[config.mk]
export PLATFORM = sky130hd
export DESIGN_NAME = fdc_drive_steer
export DESIGN_NICKNAME = d
export VERILOG_FILES = /design/src/rtl/fds_pkg.sv /design/src/rtl/fds_host_regs.sv /design/src/rtl/fds_drive_steer.sv /design/src/rtl/fds_chip_sel.sv /design/src/rtl/fdc_drive_steer.sv
export SDC_FILE = /design/constraint.sdc
export NUM_CORES = 1
export LEC_CHECK = 0
export ABC_AREA = 1
export BUFFER_PORTS_ARGS = -buffer_cell sky130_fd_sc_hd__buf_2
export CAP_MARGIN = 30
export CORE_MARGIN = 1
export CORE_UTILIZATION = 54
export CTS_CLUSTER_DIAMETER = 50
export CTS_CLUSTER_SIZE = 14
export DETAILED_ROUTE_END_ITERATION = 16
export PLACE_DENSITY = 0.91
export SETUP_SLACK_MARGIN = 0.3
export SYNTH_ARGS = -nofsm -noshare
export SYNTH_HDL_FRONTEND = slang
export SYNTH_SLANG_ARGS = --single-unit
[constraint.sdc]
create_clock -name clk -period 2.6 [get_ports clk]
set_input_delay 0.52 -clock clk [delete_from_list [all_inputs] [get_ports clk]]
set_output_delay 0.52 -clock clk [all_outputs]
set_load 0.05 [all_outputs]
[src/rtl/fds_pkg.sv]
// Shared types and the logical-to-physical drive map.
// Assumes four drives, addressed by a two-bit drive number.
package fds_pkg;
    localparam int DRV_W   = 2;
    localparam int NUM_DRV = 1 << DRV_W;

    typedef enum logic [1:0] {
        BOOT_NATIVE = 2'b00,
        BOOT_SWAP01 = 2'b01,
        BOOT_SWAP02 = 2'b10,
        BOOT_ALIAS  = 2'b11
    } boot_map_e;

    // Output register layout, MSB first.
    typedef struct packed {
        logic [NUM_DRV-1:0] motor;
        logic               dma_gate;
        logic               soft_run;
        logic [DRV_W-1:0]   drive;
    } outreg_t;

    // Drive 0 trades places with a partner drive, and every other drive maps to itself.
    // The map is its own inverse, so the same function works in both directions.
    function automatic logic [DRV_W-1:0] steer(input logic [DRV_W-1:0] d,
                                               input boot_map_e m);
        logic [DRV_W-1:0] partner;
        case (m)
            BOOT_SWAP01: partner = DRV_W'(1);
            BOOT_SWAP02: partner = DRV_W'(2);
            default:     partner = '0;
        endcase
        if (d == '0)
            return partner;
        else if (d == partner)
            return '0;
        else
            return d;
    endfunction
endpackage

[src/rtl/fds_host_regs.sv]
// Host-written output register and configuration register.
// Assumes the bus strobes are synchronous to clk. A write happens on any edge
// where the chip select and the write strobe are both low.
module fds_host_regs
    import fds_pkg::*;
#(
    parameter int ADDR_W   = 1,
    parameter int DATA_W   = 8,
    parameter int TAPE_LSB = 0,
    parameter int BOOT_LSB = 4
) (
    input  logic              clk,
    input  logic              rst_n,
    input  logic              cs_n,
    input  logic              wr_n,
    input  logic [ADDR_W-1:0] addr,
    input  logic [DATA_W-1:0] wdata,
    output outreg_t           outreg_o,
    output logic [DRV_W-1:0]  tape_sel_o,
    output boot_map_e         boot_sel_o
);
    localparam logic [ADDR_W-1:0] ADDR_OUT = ADDR_W'(0);
    localparam logic [ADDR_W-1:0] ADDR_CFG = ADDR_W'(1);

    logic wr_en;
    assign wr_en = !cs_n && !wr_n;

    // Output register: load on a qualified write to address 0.
    always_ff @(posedge clk) begin
        if (!rst_n)
            outreg_o <= '0;
        else if (wr_en && addr == ADDR_OUT)
            outreg_o <= outreg_t'(wdata);
    end

    // Configuration register: tape field and boot map.
    always_ff @(posedge clk) begin
        if (!rst_n) begin
            tape_sel_o <= '0;
            boot_sel_o <= BOOT_NATIVE;
        end else if (wr_en && addr == ADDR_CFG) begin
            tape_sel_o <= wdata[TAPE_LSB +: DRV_W];
            boot_sel_o <= boot_map_e'(wdata[BOOT_LSB +: 2]);
        end
    end

    a_r1_out_reset: assert property (@(posedge clk)
        !rst_n |=> (outreg_o == '0 && tape_sel_o == '0 && boot_sel_o == BOOT_NATIVE));

    a_r2_capture: assert property (@(posedge clk) disable iff (!rst_n)
        (!cs_n && !wr_n && addr == ADDR_OUT) |=> (outreg_o == $past(wdata)));

    a_r4_hold_idle: assert property (@(posedge clk) disable iff (!rst_n)
        (cs_n || wr_n) |=> ($stable(outreg_o) && $stable(tape_sel_o) && $stable(boot_sel_o)));
endmodule

[src/rtl/fds_drive_steer.sv]
// Maps logical drive number and motor bits onto registered physical pins.
// Assumes the boot map is an involution, as steer() guarantees.
module fds_drive_steer
    import fds_pkg::*;
(
    input  logic               clk,
    input  logic               rst_n,
    input  outreg_t            outreg_i,
    input  logic [DRV_W-1:0]   tape_sel_i,
    input  boot_map_e          boot_sel_i,
    output logic [NUM_DRV-1:0] drv_sel_n,
    output logic [NUM_DRV-1:0] mot_en_n,
    output logic               tape_mode
);
    localparam logic [NUM_DRV-1:0] SEL_RST = ~(NUM_DRV'(1));

    logic [NUM_DRV-1:0] sel_nxt;
    logic [NUM_DRV-1:0] mot_nxt;
    logic               tape_nxt;

    for (genvar p = 0; p < NUM_DRV; p++) begin : g_phys
        logic [DRV_W-1:0] virt;
        // Find the logical drive that lands on physical drive p.
        always_comb virt = steer(DRV_W'(p), boot_sel_i);
        assign sel_nxt[p] = ~(outreg_i.drive == virt);
        assign mot_nxt[p] = ~outreg_i.motor[virt];
    end

    // Tape mode compares the tape field with the logical drive. Zero means none.
    assign tape_nxt = (tape_sel_i != '0) && (outreg_i.drive == tape_sel_i);

    // Pin registers: one update per edge, so the pins do not glitch.
    always_ff @(posedge clk) begin
        if (!rst_n) begin
            drv_sel_n <= SEL_RST;
            mot_en_n  <= '1;
            tape_mode <= 1'b0;
        end else begin
            drv_sel_n <= sel_nxt;
            mot_en_n  <= mot_nxt;
            tape_mode <= tape_nxt;
        end
    end

    a_r9_one_select: assert property (@(posedge clk) disable iff (!rst_n)
        $countones(~drv_sel_n) == 1);

    a_r10_tape_zero: assert property (@(posedge clk) disable iff (!rst_n)
        (tape_sel_i == '0) |=> !tape_mode);

    a_r7_boot_drive2: assert property (@(posedge clk) disable iff (!rst_n)
        (boot_sel_i == BOOT_SWAP02 && outreg_i.drive == '0) |=> !drv_sel_n[2]);
endmodule

[src/rtl/fds_chip_sel.sv]
// Internal chip select: the external select, or DMA acknowledge with a strobe
// while the gate is open. Purely combinational. Assumes active-low strobes.
module fds_chip_sel (
    input  logic cs_n,
    input  logic rd_n,
    input  logic wr_n,
    input  logic dma_ack_n,
    input  logic dma_gate,
    output logic int_cs_n
);
    logic dma_hit;

    // Combine the DMA path with the external select.
    always_comb begin
        dma_hit  = dma_gate && !dma_ack_n && (!rd_n || !wr_n);
        int_cs_n = !(!cs_n || dma_hit);
    end
endmodule

[src/rtl/fdc_drive_steer.sv]
// Top of the drive steering block: registers, drive map and internal chip select.
// Assumes all inputs are synchronous to clk.
module fdc_drive_steer
    import fds_pkg::*;
#(
    parameter int ADDR_W = 1,
    parameter int DATA_W = 8
) (
    input  logic               clk,
    input  logic               rst_n,
    input  logic               host_cs_n,
    input  logic               host_wr_n,
    input  logic               host_rd_n,
    input  logic [ADDR_W-1:0]  host_addr,
    input  logic [DATA_W-1:0]  host_wdata,
    input  logic               dma_ack_n,
    output logic [NUM_DRV-1:0] drv_sel_n,
    output logic [NUM_DRV-1:0] mot_en_n,
    output logic               tape_mode,
    output logic               ctrl_rst_n,
    output logic               int_cs_n
);
    outreg_t          outreg_q;
    logic [DRV_W-1:0] tape_sel_q;
    boot_map_e        boot_sel_q;

    fds_host_regs #(
        .ADDR_W (ADDR_W),
        .DATA_W (DATA_W)
    ) regs_i (
        .clk        (clk),
        .rst_n      (rst_n),
        .cs_n       (host_cs_n),
        .wr_n       (host_wr_n),
        .addr       (host_addr),
        .wdata      (host_wdata),
        .outreg_o   (outreg_q),
        .tape_sel_o (tape_sel_q),
        .boot_sel_o (boot_sel_q)
    );

    fds_drive_steer steer_i (
        .clk        (clk),
        .rst_n      (rst_n),
        .outreg_i   (outreg_q),
        .tape_sel_i (tape_sel_q),
        .boot_sel_i (boot_sel_q),
        .drv_sel_n  (drv_sel_n),
        .mot_en_n   (mot_en_n),
        .tape_mode  (tape_mode)
    );

    fds_chip_sel csel_i (
        .cs_n      (host_cs_n),
        .rd_n      (host_rd_n),
        .wr_n      (host_wr_n),
        .dma_ack_n (dma_ack_n),
        .dma_gate  (outreg_q.dma_gate),
        .int_cs_n  (int_cs_n)
    );

    // The soft-run bit drives the controller's reset directly.
    assign ctrl_rst_n = outreg_q.soft_run;

    a_r8_motor_count: assert property (@(posedge clk) disable iff (!rst_n)
        1'b1 |=> ($countones(~mot_en_n) == $countones($past(outreg_q.motor))));

    a_r11_dma_path: assert property (@(posedge clk) disable iff (!rst_n)
        (outreg_q.dma_gate && !dma_ack_n && (!host_rd_n || !host_wr_n)) |-> !int_cs_n);

    a_r11_gate_closed: assert property (@(posedge clk) disable iff (!rst_n)
        (!outreg_q.dma_gate && host_cs_n) |-> int_cs_n);
endmodule

==> results by group, run 1 <==
Status
  – Status: completed

Floorplanning
  – Row count: 15
  – Die width: between 40 and 50 um
  – Core Box Area: 1710 um2
  – Starting Density: 0.573
  – Die Ht: 44.6 um
  – Full die area: 1990 um2
  – I/O Pins: 26

Clocking
  – CTS buffer count: 3
  – H-tree depth: 1
  – CTS tree: yes
  – Worst skew pair latency: 300 ps
  – Hold_buf cts: 0
  – CTS root buf: clkbuf_4
  – CTS clk-pin slew, worst paths: about 120 ps
  – Post-CTS Setup Inserts: 0
  – Post-CTS sizing: 0
  – CTS sink cnt: 21
  – Clk buf depth: 2

Detailed routing
  – DR WL/cell: 9.76 um
  – DRT antenna net count: 0
  – Drt drc: 0
  – First-pass DRT Iterations: 4
  – WL final: 1740 um
  – Initial detailed-routing violation count: 18
  – Vias after detailed routing: 856
  – Vias per std cell: 4.81

Place
  – Placed Instance Area: about 1100 um2
  – Post-DP HPWL: between 1000 and 1500 um
  – Placement Setup Slack: 1010 ps
  – GP Congestion: 0.750
  – Port Buf Inserts: 25

Synthesis
  – Syn_area_per_cell: 7.53 um2
  – Yosys warning count: 0
  – Post-Syn Area: 978 um2
  – Cell variety after synth: 18
  – Sequential fraction of the synthesis area: 0.430
  – Syn Nets: approximately 150
  – Cell count after synthesis: 130
  – Synth Register Bits: 21

Timing
  – Setup TNS: 0 ps
  – Final critical-path share of the clock period: 0.612
  – Max Slew Vio Count: 0
  – Fmax: roughly 630 MHz
  – Max-slew headroom: 0.614
  – Worst-Margin Slew: between 500 and 600 ps
  – Worst setup margin: approximately 1000 ps
  – Setup violations, final: 0
  – Crit path time final: roughly 1600 ps
  – Final Hold Viols: 0
  – Final Skew: 6.80 ps
  – Unrepaired setup endpoints after global routing: false

Global route
  – Total grt overflow: 0
  – Initial antenna violation count: 0
  – Overall Global Routing Usage: 0.200
  – Vias in the first global route: 717
  – Pin count of the biggest net entering global routing: 25
  – First-pass GRT wire length: between 2000 and 3000 um

Pwr
  – Net Sw Power: 0.000195 W
  – Logic gate share of total power: 0.191
  – Leakage power figure: 0.518 nW
  – Max VDD drop: 0.284 mV
  – Reg power frac: 0.556
  – Clock power frac: 0.253
  – Sw frac: 0.311
  – Pwr/cell area: 568 nW/um2
  – Int Pwr: between 0.0004 and 0.0005 W

Critical path
  – CP max stage cell: dfxtp_1
  – Critical Path Source Type: flop
  – Worst setup EP type: primary output
  – Worst EP required: roughly 2100 ps
  – Worst reg-to-reg path cell count: 5
  – Slowest stage delay, CP: ~350 ps
  – Worst reg2reg startpoint: regs_i.boot_sel_o[0]
  – Crit Reg-Reg Endpoint: steer_i.drv_sel_n[0]
  – Setup CP Type: flop to primary output
  – Crit-path max FO: 2
  – Flop-to-flop setup slack: 1590 ps
  – Cell chain of the critical path: a31oi_1 > buf_2
  – CP Data Arrival Time: 1070 ps

Min path
  – Hold worst-path end: steer_i.mot_en_n[3]
  – Hold path depth: 1
  – Hold Crit Class: flop to flop
  – Worst hold start: regs_i.outreg_o[7]

Layout
  – Layout net count: 169
  – Seq. cell area: approximately 420 um2
  – Most frequent cells in the layout: nand2_1, buf_2, nand3_1, dfxtp_1, inv_1
  – Layout fillers: 148
  – Multi-input gate area: 422 um2
  – Commonest non-fill, non-tap cell in the layout: nand2_1
  – Fin area: ~1100 um2
  – ANT cells: 0
  – Layout area overhead: 12.8%
  – Fraction of layout cells with a size suffix above 1: 0.281

Job
  – Maxcap violations: 0
metal layers:
metal / track usage / up-vias / routed length (um)
li1: - / 457 / -
met1: 0.257 / 377 / 836
met2: 0.326 / 20 / 838
met3: 0.0367 / 2 / 48
met4: 0.0848 / 0 / 14
met5: 0 / - / 0
worst max path at each step:
stage,start,endpoint
2_1_floorplan,dma_ack_n,int_cs_n
3_3_place_gp,host_cs_n,int_cs_n
3_5_place_dp,host_wr_n,int_cs_n
4_1_cts,host_wr_n,int_cs_n
5_1_grt,host_wr_n,int_cs_n
6_report,regs_i.outreg_o[3],int_cs_n
cell usage after synthesis (all sizes together):
library cell | count | area [um2]
nor2 | 14 | 65.1
buf | 6 | 58.8
nand2 | 27 | 101
inv | 20 | 77.6
nand4 | 2 | 12.5
a31oi | 1 | 6.26
or2 | 1 | 6.26
nand3 | 25 | 135
o21ai | 1 | 5.00
a21oi | 12 | 90.1
dfxtp | 21 | 420
critical path, delay by kind of cell (launching register included):
| kind | cells | cell delay, ps |
|---|---|---|
| flip-flops | 1 | 350 |
| buffers and inverters | 1 | 280 |
| AO/OA/AOI/OAI | 1 | 150 |
flip-flops by register name, indices dropped and copies added (netlist names):
signal and count:
steer_i.tape_mode 1, steer_i.mot_en_n 4, regs_i.tape_sel_o 2, regs_i.boot_sel_o 2
steer_i.drv_sel_n 4, regs_i.outreg_o 8
power by group through the flow:
| stage | registers (W) | logic (W) | clock network [W] |
|---|---|---|---|
| after global placement | 0.000355 | 0.000115 | 0 |
| final | 0.000349 | 0.000120 | 0.000159 |
| after global routing | 0.000351 | 0.000132 | 0.000174 |
| after detailed placement | 0.000356 | 0.000120 | 0 |
| after CTS | 0.000349 | 0.000120 | 0.000158 |
| after floorplan | 0.000383 | 0.0000695 | 0 |
stage by stage:
stage	utilization	hold WS, ps	total power (W)	cells
2_1_floorplan	-	369	0.000453	130
3_3_place_gp	0.630	382	0.000471	174
3_5_place_dp	0.630	385	0.000476	174
4_1_cts	0.646	413	0.000627	178
5_1_grt	0.646	436	0.000657	178
6_report	0.646	411	0.000627	178
final cells by class:
cell class,count,area share
multi-input combinational,83,0.382
sequential,21,0.381
timing repair buffer,25,0.113
inverter,20,0.0703
tap,25,0.0283
clock buffer,3,0.0204
clock inverter,1,0.00454
logic make-up (layout without fill, tap and decap cells):
kind of cell | after synthesis | count (layout) | share of synthesized area
compound gates | 14 | 14 | 0.104
simple gates | 69 | 69 | 0.327
flops | 21 | 21 | 0.430
buf+inv | 26 | 49 | 0.139
Note: power is estimated with default switching activity, not from simulation.
==> inputs of run 2 (changes only) <==
CORE_UTILIZATION = 45   (was 54)
PLACE_DENSITY = 0.82   (was 0.91)
clock period = 1.41 ns   (was 2.6 ns; I/O delays follow)
==> results by group, run 2 (same netlist as run 1, synthesis figures left out) <==
Detailed routing
  – WL final: 1710 um
  – Met2 WL post-DR: 910 um
  – DR WL/cell: 9.38 um
  – DRT antenna net count: 0
  – Top routing layer in use: met4
  – Met3 routed WL: 53 um
  – Vias after detailed routing: 863
  – Routed met1 length: about 730 um
  – Initial detailed-routing violation count: 12
  – Vias per std cell: about 4.7
  – First-pass DRT Iterations: 4
  – Drt drc: 0

Clocking
  – Clk buf depth: 2
  – H-tree depth: 1
  – CTS tree: yes
  – CTS buffer count: 3
  – Worst skew pair latency: 300 ps
  – CTS sink cnt: 21
  – CTS clk-pin slew, worst paths: 110 ps
  – CTS root buf: clkbuf_4

Timing
  – Fmax: between 800 and 900 MHz
  – Max-slew headroom: 0.762
  – Max Slew Vio Count: 0
  – Unrepaired setup endpoints after global routing: true
  – Final critical-path share of the clock period: 0.873
  – Crit path time final: 1230 ps
  – Setup TNS: 0 ps
  – Final Hold Viols: 0
  – Setup violations, final: 0
  – Worst-Margin Slew: about 360 ps
  – Final Skew: 0.948 ps
  – Worst setup margin: around 180 ps

Critical path
  – Setup CP Type: flop to primary output
  – Crit Reg-Reg Endpoint: steer_i.drv_sel_n[0]
  – Worst EP required: 1130 ps
  – CP max stage cell: dfxtp_2
  – Worst setup EP type: primary output
  – Cell chain of the critical path: a31oi_4 > buf_6
  – Slowest stage delay, CP: 350 ps
  – Worst reg-to-reg path cell count: 5
  – Worst reg2reg startpoint: regs_i.boot_sel_o[1]
  – Flop-to-flop setup slack: 450 ps
  – Worst Setup SP: regs_i.outreg_o[3]
  – Critical Path Source Type: flop
  – Critical Path End: int_cs_n
  – Crit-path max FO: 2
  – CP Data Arrival Time: between 900 and 1000 ps

Floorplanning
  – Full die area: 2360 um2
  – Die width: 48.6 um
  – Core Box Area: ~2000 um2
  – Die Ht: 48.6 um
  – I/O Pins: 26
  – Row count: 16
  – Starting Density: 0.489

Global route
  – Vias in the first global route: 837
  – Initial antenna violation count: 0
  – Pin count of the biggest net entering global routing: 25
  – First-pass GRT wire length: 3310 um
  – Overall Global Routing Usage: 0.178
  – Total grt overflow: 0

Place
  – Placement Setup Slack: 242 ps
  – Port Buf Inserts: 25
  – Post-DP HPWL: 1290 um
  – GP Congestion: 0.858

Status
  – Status: completed

Job
  – Maxcap violations: 0

Layout
  – Layout net count: 171
  – Fin util: 0.613
  – ANT cells: 0
  – Max reg flops: 8
  – Commonest non-fill, non-tap cell in the layout: nand2_1
  – Layout area overhead: 25.4%
  – Fraction of layout cells with a size suffix above 1: 0.329
  – Most frequent cells in the layout: nand2_1, nand3_1, inv_1, dfxtp_1, buf_2
  – Largest register by flop count: regs_i.outreg_o
  – Largest regs: regs_i.outreg_o: 8 flops, steer_i.drv_sel_n: 4 flops, steer_i.mot_en_n: 4 flops

Pwr
  – Pwr/cell area: 967 nW/um2
  – Total power: 0.00119 W
  – Leakage power figure: roughly 0.56 nW
  – Max VDD drop: between 0.4 and 0.5 mV

Min path
  – Hold Crit Class: input port to flop
## run 2: cell count changes in the layout (fill, tap and decap cells not counted), sizes merged
cell	change
clkinv	-1
buf	+2
clkbuf	+1
## run 2: layout make-up
type / instances / area [um2]
fillers: 175 / 774
clock buffers: 4 / 26.3
well taps: 27 / 33.8
inverters: 20 / 77.6
multi-input cells: 83 / 437
flip-flops and latches: 21 / 428
repair buffers: 27 / 225
## run 2: through the flow
stage | hold WS, ps | cells | area, um2
floorplan | 369 | 130 | 993
global placement | 376 | 177 | 1110
detailed placement | 388 | 177 | 1110
CTS | 285 | 182 | 1180
global route | 300 | 182 | 1230
finish | 292 | 182 | 1230
## run 2: layer usage
metal	up-vias	GRT usage
li1	463	-
met1	379	0.204
met5	-	0
met2	19	0.308
met4	0	0.108
met3	2	0.0283
## run 2: critical path, delay by kind of cell, from the launching register on
family / cells / cell delay (ps)
DFF: 1 / 350
buffers and inverters: 1 / 170
AOI/OAI and AO/OA: 1 / 130
## run 2: power by group
part / internal [W] / switching (W) / leakage [nW]
clock: 0.000110 / 0.000175 / 0.0150
sequential: 0.000626 / 0.0000234 / 0.171
combinational: 0.0000971 / 0.000156 / 0.374
total: 0.000833 / 0.000354 / 0.560
## run 2: how the worst min path moves through the flow
stage | startpoint | endpoint | slack [ps] | cells after the start
final | host_wdata[3] | regs_i.outreg_o[3] | 290 | 5
after global routing | host_wdata[6] | regs_i.outreg_o[6] | 300 | 5
after CTS | host_wdata[6] | regs_i.outreg_o[6] | 290 | 5
after detailed placement | regs_i.outreg_o[7] | steer_i.mot_en_n[3] | 390 | 1
after global placement | regs_i.outreg_o[7] | steer_i.mot_en_n[3] | 380 | 1
after floorplan | regs_i.outreg_o[7] | steer_i.mot_en_n[3] | 370 | 1
## run 2: timing repair
| item | CTS | global route |
|---|---|---|
| hold buffers | 0 | 0 |
| buffers inserted | 1 | 0 |
| pin swaps | 1 | 0 |
| endpoints found under the setup margin | 11 | 11 |
| gates resized for setup | 15 | 14 |
